<file path="src/rtl/scfg_pkg.sv">
package scfg_pkg;
    localparam int REG_W    = 32;
    localparam int POK_BIT  = 15;
    localparam int HEN_BIT  = 14;
    localparam int MODE_BIT = 7;
    localparam int HEN_LANE  = HEN_BIT / 8;
    localparam int MODE_LANE = MODE_BIT / 8;
    localparam logic [1:0] HCODE_RESET  = 2'd3;
    localparam logic [1:0] HCODE_HALTIN = 2'd2;

    typedef enum logic [1:0] {
        S_IDLE       = 2'd0,
        S_RESET_HOLD = 2'd1,
        S_HALT_ISSUE = 2'd2
    } dck_state_e;
endpackage

</file>
<file path="src/rtl/scfg_sync.sv">
module scfg_sync #(
    parameter int W      = 3,
    parameter int STAGES = 2
) (
    input  logic         clk,
    input  logic         rst_n,
    input  logic [W-1:0] d,
    output logic [W-1:0] q
);
    for (genvar b = 0; b < W; b++) begin : g_bit
        logic [STAGES-1:0] chain;
        always_ff @(posedge clk or negedge rst_n) begin
            if (!rst_n) chain <= '0;
            else        chain <= {chain[STAGES-2:0], d[b]};
        end
        assign q[b] = chain[STAGES-1];
    end
endmodule

</file>
<file path="src/rtl/scfg_regs.sv">
module scfg_regs
    import scfg_pkg::*;
(
    input  logic             clk,
    input  logic             rst_n,
    input  logic             wr,
    input  logic [3:0]       be,
    input  logic [REG_W-1:0] wdata,
    input  logic             clr,
    input  logic             pok,
    output logic             halt_en,
    output logic             mode,
    output logic [REG_W-1:0] rdata
);
    always_ff @(posedge clk or negedge rst_n) begin
        if (!rst_n) begin
            halt_en <= 1'b0;
            mode    <= 1'b0;
        end else if (clr) begin
            halt_en <= 1'b0;
            mode    <= 1'b0;
        end else if (wr) begin
            if (be[HEN_LANE])  halt_en <= wdata[HEN_BIT];
            if (be[MODE_LANE]) mode    <= wdata[MODE_BIT];
        end
    end

    always_comb begin
        rdata           = '0;
        rdata[POK_BIT]  = pok;
        rdata[HEN_BIT]  = halt_en;
        rdata[MODE_BIT] = mode;
    end

    a_r10_clear_wins: assert property (@(posedge clk) disable iff (!rst_n)
        clr |=> (!halt_en && !mode));
    a_r2_lane_hold: assert property (@(posedge clk) disable iff (!rst_n)
        (!clr && !(wr && be[HEN_LANE])) |=> $stable(halt_en));
endmodule

</file>
<file path="src/rtl/scfg_dcok_fsm.sv">
module scfg_dcok_fsm
    import scfg_pkg::*;
#(
    parameter int RST_CYCLES = 16
) (
    input  logic       clk,
    input  logic       rst_n,
    input  logic       dcok_fall,
    input  logic       mode,
    output logic       sys_reset,
    output logic       halt_pulse,
    output logic [1:0] hcode,
    output logic       hcode_vld
);
    localparam int CW = (RST_CYCLES > 1) ? $clog2(RST_CYCLES) : 1;
    localparam logic [CW-1:0] LAST = CW'(RST_CYCLES - 1);

    dck_state_e state, nxt;
    logic [CW-1:0] cnt;

    always_ff @(posedge clk or negedge rst_n) begin
        if (!rst_n) begin
            state <= S_IDLE;
            cnt   <= '0;
        end else begin
            state <= nxt;
            cnt   <= (state == S_RESET_HOLD) ? cnt + 1'b1 : '0;
        end
    end

    always_comb begin
        nxt = state;
        unique case (state)
            S_IDLE:       if (dcok_fall) nxt = mode ? S_HALT_ISSUE : S_RESET_HOLD;
            S_RESET_HOLD: if (cnt == LAST) nxt = S_IDLE;
            S_HALT_ISSUE: nxt = S_IDLE;
            default:      nxt = S_IDLE;
        endcase
    end

    always_comb begin
        sys_reset  = (state == S_RESET_HOLD);
        halt_pulse = (state == S_HALT_ISSUE);
    end

    always_ff @(posedge clk or negedge rst_n) begin
        if (!rst_n) begin
            hcode     <= 2'd0;
            hcode_vld <= 1'b0;
        end else if (state == S_IDLE && dcok_fall) begin
            hcode     <= mode ? HCODE_HALTIN : HCODE_RESET;
            hcode_vld <= 1'b1;
        end else begin
            hcode_vld <= 1'b0;
        end
    end

    a_r7_reset_code: assert property (@(posedge clk) disable iff (!rst_n)
        $rose(sys_reset) |-> (hcode_vld && hcode == HCODE_RESET));
    a_r8_halt_single: assert property (@(posedge clk) disable iff (!rst_n)
        halt_pulse |=> !halt_pulse);
    a_r8_no_reset: assert property (@(posedge clk) disable iff (!rst_n)
        halt_pulse |-> !sys_reset);
    a_r9_strobe_single: assert property (@(posedge clk) disable iff (!rst_n)
        hcode_vld |=> !hcode_vld);
    a_r7_count_bound: assert property (@(posedge clk) disable iff (!rst_n)
        !sys_reset |-> (cnt == '0));
endmodule

</file>
<file path="src/rtl/syscfg_halt_ctl.sv">
module syscfg_halt_ctl
    import scfg_pkg::*;
#(
    parameter int RST_CYCLES  = 16,
    parameter int SYNC_STAGES = 2
) (
    input  logic        clk,
    input  logic        rst_n,
    input  logic        reg_wr,
    input  logic [3:0]  reg_be,
    input  logic [31:0] reg_wdata,
    output logic [31:0] reg_rdata,
    input  logic        ext_halt_in,
    input  logic        pwr_ok_in,
    input  logic        dc_ok_in,
    input  logic        cpu_halted,
    output logic        halt_req,
    output logic        sys_reset,
    output logic [1:0]  halt_code,
    output logic        halt_code_vld,
    output logic        halt_err_flag
);
    logic [2:0] sync_q;
    logic ehalt_s, dcok_s, pok_s, dcok_d, dcok_fall, clr;
    logic halt_en, mode, halt_pulse;

    scfg_sync #(.W(3), .STAGES(SYNC_STAGES)) u_sync (
        .clk(clk), .rst_n(rst_n),
        .d({ext_halt_in, dc_ok_in, pwr_ok_in}),
        .q(sync_q)
    );
    assign {ehalt_s, dcok_s, pok_s} = sync_q;

    always_ff @(posedge clk or negedge rst_n) begin
        if (!rst_n) dcok_d <= 1'b0;
        else        dcok_d <= dcok_s;
    end
    assign dcok_fall = dcok_d & ~dcok_s;
    assign clr       = dcok_fall & cpu_halted;

    scfg_regs u_regs (
        .clk(clk), .rst_n(rst_n), .wr(reg_wr), .be(reg_be), .wdata(reg_wdata),
        .clr(clr), .pok(pok_s), .halt_en(halt_en), .mode(mode), .rdata(reg_rdata)
    );

    scfg_dcok_fsm #(.RST_CYCLES(RST_CYCLES)) u_fsm (
        .clk(clk), .rst_n(rst_n), .dcok_fall(dcok_fall), .mode(mode),
        .sys_reset(sys_reset), .halt_pulse(halt_pulse),
        .hcode(halt_code), .hcode_vld(halt_code_vld)
    );

    assign halt_req = halt_pulse | (halt_en & ehalt_s);

    always_ff @(posedge clk or negedge rst_n) begin
        if (!rst_n)                  halt_err_flag <= 1'b0;
        else if (sys_reset)          halt_err_flag <= 1'b0;
        else if (halt_en && ehalt_s) halt_err_flag <= 1'b1;
    end

    a_r12_flag_cleared: assert property (@(posedge clk) disable iff (!rst_n)
        sys_reset |=> !halt_err_flag);
    a_r5_flag_source: assert property (@(posedge clk) disable iff (!rst_n)
        $rose(halt_err_flag) |-> $past(halt_req));
endmodule

</file>
<file path="config.mk">
export PLATFORM = sky130hd
export DESIGN_NAME = syscfg_halt_ctl
export DESIGN_NICKNAME = d
export VERILOG_FILES = /design/src/rtl/scfg_pkg.sv /design/src/rtl/scfg_sync.sv /design/src/rtl/scfg_regs.sv /design/src/rtl/scfg_dcok_fsm.sv /design/src/rtl/syscfg_halt_ctl.sv
export SDC_FILE = /design/constraint.sdc
export NUM_CORES = 1
export LEC_CHECK = 0
export ABC_AREA = 1
export BUFFER_PORTS_ARGS = -buffer_cell sky130_fd_sc_hd__buf_2
export CAP_MARGIN = 20
export CORE_ASPECT_RATIO = 0.7
export CORE_MARGIN = 3
export CORE_UTILIZATION = 39
export CTS_BUF_LIST = sky130_fd_sc_hd__clkbuf_8
export DETAILED_ROUTE_END_ITERATION = 10
export PLACE_DENSITY = 0.79
export SYNTH_ARGS = -nofsm -noshare
export SYNTH_HDL_FRONTEND = slang
export SYNTH_SLANG_ARGS = --single-unit
</file>
<file path="constraint.sdc">
create_clock -name clk -period 1.2 [get_ports clk]
set_input_delay 0 -clock clk [delete_from_list [all_inputs] [get_ports clk]]
set_output_delay 0 -clock clk [all_outputs]
set_load 0.02 [all_outputs]
</file>
Word level (Yosys, flattened, before mapping)
Index checks and enable logic that the tools add are counted.

Input bits: 43. Output and inout port bits: 38. Logic and storage cells: 47. Memories kept: 0. Bits in registers: 19. Latch bits: 0. ROM bits: 0. Bits in writable memories: 0.

Multipliers: 0. Equal/unequal tests: 5. Multiplexer cells: 15. $add $sub $neg: 1. Reduce and logical (&&, ||, !) cells: 10. Shift operators: 0. Order comparisons: 0. Bitwise gates (word level): 5. Divide/modulo/power cells: 0.

Operators with widths (number): 1-bit two-way mux (10); 2-bit nonzero test (4); 2-bit two-way mux (3); 2-bit AND reduction (3); 4-bit by 1-bit adder with 4-bit output (second input constant) (1); 4-bit equality test (second input constant) (1); 4-bit two-way mux (1); 2-bit one-hot mux with 2 select lines (1); 1-bit bitwise AND (3); 2-bit by 1-bit equality test with 1-bit output (second input constant) (1); 2-bit equality test (second input constant) (1); 1-bit logical AND (2); 2-bit zero test (1); 2-bit by 1-bit inequality test with 1-bit output (second input constant) (1); 2-bit inequality test (second input constant) (1); 1-bit NOT (1); 1-bit OR (1).

Depth between registers and ports, before layout
Gate-level depths: netlist (run 1).

Word-level depth: 5. Depth in mapped cells: 5. Mapped depth without buffers: 5.

Modules after synthesis
Synthesis (run 1) repeated with hierarchy kept, for this count alone.

Cell total of the unflattened synthesis: 106. Area, all modules: 968.4 um^2.

Modules (own cells, without submodules): scfg_dcok_fsm (times used 1, cells each 38, sequential area each 225.2 um^2, area an instance 361.6 um^2); scfg_regs (times used 1, cells each 48, sequential area each 50.0 um^2, area an instance 342.8 um^2); scfg_sync (times used 1, cells each 9, sequential area each 150.1 um^2, area an instance 172.7 um^2); syscfg_halt_ctl (times used 1, cells each 11, sequential area each 50.0 um^2, area an instance 91.3 um^2).

Worst setup path before layout (run 1)
No wires, ideal clock.

Path kind: reg-to-output. From: reg u_fsm.state[1]. To: out halt_req. Required time: 1.200 ns. Stages on the path, launching flop included: 3. Buffers on the path: 0. Data arrival time: 0.917 ns. Setup slack: 0.283 ns. Cell sequence: dfrtp_1 > inv_2 > o21ai_0.

Word-level cells in the longest chain between the ends: 2.

Ends and longest elaborated chain: start: declaration (RTL line scfg_dcok_fsm.sv:18) `dck_state_e state, nxt;`; start signal: assignment (RTL line scfg_dcok_fsm.sv:26) `state <= nxt;`; 2-bit equality test (RTL line scfg_dcok_fsm.sv:43) `halt_pulse = (state == S_HALT_ISSUE);`; 1-bit OR (RTL line syscfg_halt_ctl.sv:52) `assign halt_req = halt_pulse | (halt_en & ehalt_s);`; end: declaration (RTL line syscfg_halt_ctl.sv:17) `output logic halt_req,`.

Every way passes these cells.

Final worst setup path (run 1)
Ends and elaborated chain as after synthesis.

==> results of run 1 <==
==> sequential cells by signal, summed over array words and instances (netlist names) <==
signal,flops
dcok_d,1
u_regs.mode,1
u_fsm.state,2
u_fsm.hcode_vld,1
halt_err_flag,1
u_sync.g_bit.chain,6
u_regs.halt_en,1
u_fsm.hcode,2
u_fsm.cnt,4
==> per-stage QoR <==
stage	std cells	utilization [%]	area, um2	hold WS (ns)	power (W)
after floorplan	130	-	1040	-0.296	0.00129
after global placement	149	42.5	938	-0.0571	0.00133
after detailed placement	149	42.5	938	-0.0463	0.00136
after CTS	157	46.4	1020	0.00616	0.00180
after global routing	157	46.4	1020	0.0157	0.00190
final	157	46.4	1020	0.0106	0.00178
==> final cells by class <==
cell class,count,share of cell area (%)
flip-flops and latches,19,46.4
multi-input cells,67,27.6
repair buffers,23,13.2
inverters,12,4.40
clock buffers,3,4.03
well taps,32,3.91
clock inverters,1,0.488
==> final timing paths <==
| path | start | end | slack, ns | depth (start not counted) |
|---|---|---|---|---|
| worst max-delay path | u_fsm.state[1] | halt_req | 0.14 | 3 |
| worst min-delay path | reg_wdata[14] | u_regs.halt_en | 0.01 | 3 |
| worst max register to register | u_fsm.cnt[0] | u_fsm.state[0] | 0.21 | 4 |
| worst min register to register | u_sync.g_bit[1].chain[0] | u_sync.g_bit[1].chain[1] | 0.35 | 0 |
| max in group asynchronous | rst_n | dcok_d | 0.71 | 2 |
| min in group asynchronous | rst_n | u_sync.g_bit[0].chain[0] | 0.20 | 2 |
==> per-layer routing <==
metal	GRT usage [%]	vias to the layer above	part of all wire, %
li1	-	288	-
met1	9.97	267	38
met2	16.0	38	51
met3	2.15	4	9.4
met4	6.72	0	1.9
met5	0	-	0
==> worst register-to-register path: stages (launching register included) <==
cell and delay [ns]:
dfrtp_1 0.39, ha_1 0.19, nand2_1 0.08, o21ai_1 0.15
nand2_1 0.08
==> synthesized netlist by cell type (all sizes together) <==
cell	instances	area, um2
a21oi	1	5.00
buf	32	240
conb	1	3.75
dfrtp	19	475
ha	1	12.5
inv	12	45.0
nand2	17	63.8
nand3	2	10.0
nor2	13	58.8
o21ai	4	23.8
==> timing repair <==
| item | 4_1_cts | 5_1_grt |
|---|---|---|
| setup buffers | 0 | 0 |
| hold endpoints to repair | 22 | 0 |
| hold buffers | 4 | 0 |
==> where the power goes <==
| group | switching (W) | internal [W] |
|---|---|---|
| Sequential | 0.0000724 | 0.000750 |
| Clock | 0.000200 | 0.000230 |
| Combinational | 0.000370 | 0.000159 |
==> cell usage in the layout, fill, tap and decap left out <==
master / count
o21ai_2: 1
clkinv_2: 1
o21ai_0: 2
dlygate4sd3_1: 4
nand2_1: 17
nor2_4: 1
ha_1: 1
a21oi_1: 1
dfrtp_1: 19
nand3_1: 2
buf_2: 19
inv_1: 8
nor2_2: 1
o21ai_1: 1
nor2_1: 11
inv_2: 4
conb_1: 29
clkbuf_8: 3
==> logic make-up (layout without fill, tap and decap cells) <==
logic type	after synthesis	count (layout)	share of synthesized area [%]
simple gates	32	32	14.1
buf+inv	44	39	30.4
fa+ha+maj	1	1	1.33
compound gates	5	5	3.07
other cells	1	29	0.400
flops	19	19	50.7
==> out/summary.txt, run 1 <==
Max incr delay on CP = 0.42 ns
Sequential cell area = 475 um2
Vias per cell = 3.80
Antenna Nets Post-Route = 0
Crit path required time = 1.20 ns
Die area = 0.00304 mm2
Pre-CTS setup slack = 0.237 ns
VDD IR max = 0.000863 V
Largest net degree at the start of global routing = 20
Crit path arrival time = 1.06 ns
Vias = 597
Clk_skew = 0.00176 ns
Total GRT Usage = 9.04%
Crit path max fanout = 3
Lkg Pwr = 0.595 nW
CTS tree = done
Layout cells sized above 1 = 24.0%
Ports = 81
Layout area overhead = 9.20%
Total grt overflow = 0
Top achievable clock speed = 946 MHz
Hpwl dp = 1140 um
Row count = 14
Final GP Congestion = 0.753
Post-Synthesis Cells = 102
Setup WS post-layout = 0.143 ns
Clock Tree Buf Depth = 2
Fin. Hold Viols = 0
CP top delay family = flip-flops
Antenna cells = 0
First drt pass iteration count = 4
CTS Sinks = 19
Yosys reg bits = 19
Final net count = 170
Synth warnings = 0
Total of max-cap violations = 0
Iter 0 DRT Violations = 11
TritonCTS Buffers = 3
Status = finished, final reports clean
Number of port buffers = 19
Fillcell total = 212
CP Class = flop to output port
Vias in the first global route = 523
H-tree levels = 1
Skew-Pair Late Insertion Delay = 0.25 ns
Netlist cell types = 15
Cell area after synthesis = 938 um2
Worst path cell trace = inv_2 -> o21ai_0 -> buf_2
WL per Instance = 8.85 um
First-pass GRT wire length = 2040 um
Fin crit share = 88.1%
Die Wd = 64.6 um
Worst setup SP type = flop
# DRC = 0
DRT Wirelength = 1390 um
Crit path buffers/inverters = 2
Final setup viols = 0
Core area = 0.00221 mm2
Max Slew Vio Count = 0
Crit path capture type = output port
Overall die height = 47.0 um
Clock Pin Slew Worst Setup and Hold Paths = 0.07 ns
Minimum clock period = 1.06 ns
Post-cts sizing count = 0
Worst path slowest cell = dfrtp_1
Post-route setup TNS = 0 ns
Starting Density = 42.5%
Synth Area per Inst = 9.20 um2
Initial antenna violation count = 0
PD cells = 1740 mW/mm2
CTS root buf = clkbuf_8
RSZ-0062 raised after global routing = no
Sequential share of the synthesized area = 50.7%
Type of the worst min-delay path = primary input to flop
Multi-input gate area = 283 um2
Note: power is estimated with default switching activity, not from simulation.
==> run 2: changes to the inputs <==
--- a/config.mk
+++ b/config.mk
@@ -14,6 +14,7 @@
 export CTS_BUF_LIST = sky130_fd_sc_hd__clkbuf_8
 export DETAILED_ROUTE_END_ITERATION = 10
 export PLACE_DENSITY = 0.79
+export SETUP_SLACK_MARGIN = 0.5
 export SYNTH_ARGS = -nofsm -noshare
 export SYNTH_HDL_FRONTEND = slang
 export SYNTH_SLANG_ARGS = --single-unit
==> run 2 against run 1 <==
  * Cell area is 18% higher
  * Clock skew rose by 0.00055 ns
  * Utilization grew 8.3 points
  * Power grew 22%
  * First-iteration DRC count shrank 73%
  * Sequential power is 2.9% higher
  * Non-clock buffer count grew 8
  * Maximum frequency increased by 5.8%
  * Clock power down 3%
  * Clock-buffer cell count is the same
  * Critical path type unchanged
  * Largest power group is now combinational logic
==> out/summary.txt, run 2 (synthesis results as in run 1) <==
Status = finished, final reports clean
Worst reg2reg path endpoint = halt_err_flag
Total power draw = 0.00217 W
Worst path slowest cell = dfrtp_1
First drt pass iteration count = 3
Total grt overflow = 0
Die area = 0.00304 mm2
Clock Pin Slew Worst Setup and Hold Paths = 0.07 ns
Layout cells sized above 1 = 39.1%
Antenna Nets Post-Route = 0
Vias = 636
Core area = 0.00221 mm2
# DRC = 0
Ports = 81
Lkg Pwr = 0.657 nW
Die Wd = 64.6 um
R2r worst-path depth = 6
Clk_skew = 0.00231 ns
Initial antenna violation count = 0
Type of the worst min-delay path = primary input to flop
Starting Density = 42.5%
Max FFs per register = 6
Total GRT Usage = 11.7%
Final setup viols = 0
CTS tree = done
Overall die height = 47.0 um
Crit path capture type = output port
Max incr delay on CP = 0.43 ns
Fin. Hold Viols = 0
Post-route setup TNS = 0 ns
PD cells = 1790 mW/mm2
H-tree levels = 1
Largest net degree at the start of global routing = 20
Most frequent cells in the layout = conb_1, dfrtp_1, nand2_1
Final GP Congestion = 0.666
Final net count = 178
Minimum clock period = 0.999 ns
Final cell count without fillers = 165
TritonCTS Buffers = 3
R2r setup slk = 0.23 ns
Hpwl dp = 1160 um
Sequential cell area = 475 um2
Clock Tree Buf Depth = 2
Vias per cell = 3.85
CP Class = flop to output port
Crit. Startpoint = u_fsm.state[1]
Antenna cells = 0
Biggest regs = u_sync.g_bit.chain: 6 flops, u_fsm.cnt: 4 flops
Iter 0 DRT Violations = 3
Crit path max fanout = 3
VDD IR max = 0.000981 V
Most common cell after layout, fill and taps aside = conb_1
Fin crit share = 83.3%
WL per Instance = 9.90 um
Crit path required time = 1.20 ns
Fillcell total = 205
Crit path arrival time = 1.00 ns
Placed cell count = 149
Top achievable clock speed = 1000 MHz
DRT Wirelength = 1630 um
RSZ-0062 raised after global routing = yes
CTS Sinks = 19
Layout area overhead = 28.8%
WHS Endpoint = u_regs.halt_en
Max Slew Vio Count = 0
CTS root buf = clkbuf_8
Worst setup SP type = flop
Row count = 14
Multi-input gate area = 355 um2
Skew-Pair Late Insertion Delay = 0.25 ns
Vias in the first global route = 578
Hold path cells = 3
Total of max-cap violations = 0
Reg-to-reg critical path startpoint = u_fsm.state[0]
Worst Min Path Start = reg_wdata[14]
Number of port buffers = 19
Largest Register = u_sync.g_bit.chain
First-pass GRT wire length = 2530 um
Worst path cell trace = inv_2 -> o21ai_1 -> buf_4
-- run 2: how the worst max path moves through the flow --
stage	endpoint	depth (start not counted)
finish	halt_req	3
global route	halt_req	3
CTS	halt_req	3
detailed placement	u_fsm.state[0]	4
global placement	u_fsm.state[0]	4
floorplan	halt_err_flag	5
-- run 2: cell type report --
cell class | instances | share of cell area (%)
clock inverter | 1 | 0.311
multi-input combinational | 67 | 29.4
timing repair buffer | 31 | 20.3
sequential | 19 | 39.3
clock buffer | 3 | 3.42
tap | 32 | 3.31
inverter | 12 | 3.93
-- run 2: metal layers --
metal / global-route usage, % / up-vias / share of wire (%)
met1: 12.1 / 290 / 36
met5: 0 / - / 0
met2: 20.9 / 39 / 50
met4: 5.04 / 0 / 0.55
li1: - / 305 / -
met3: 5.98 / 2 / 14
-- run 2: worst max-delay path, delay by kind of cell (launching register included) --
kind / cells / cell delay (ns)
AOI/OAI and AO/OA: 1 / 0.11
DFF: 1 / 0.43
buffers and inverters: 2 / 0.21
-- run 2: timing repair --
action,4_1_cts,5_1_grt
pin swaps,10,6
resized for setup,24,13
setup buffers,5,3
setup endpoints to repair,21,21
hold buffers,4,0
hold endpoints to repair,22,0
-- run 2: power by group --
part | switching, W | leakage (nW) | total (W) | internal, W
combinational | 0.000499 | 0.398 | 0.000900 | 0.000401
clock | 0.000192 | 0.0269 | 0.000419 | 0.000227
sequential | 0.0000964 | 0.233 | 0.000847 | 0.000751
-- run 2: stage by stage --
stage	instance area, um2	hold WS, ns	utilization, %	worst slack, ns
after floorplan	1050	-0.296	-	0.319
after global placement	941	-0.0549	42.6	0.309
after detailed placement	941	-0.0436	42.6	0.275
after CTS	1140	0.0108	51.7	0.191
after global routing	1210	0.0236	54.8	0.144
final	1210	0.0158	54.8	0.201
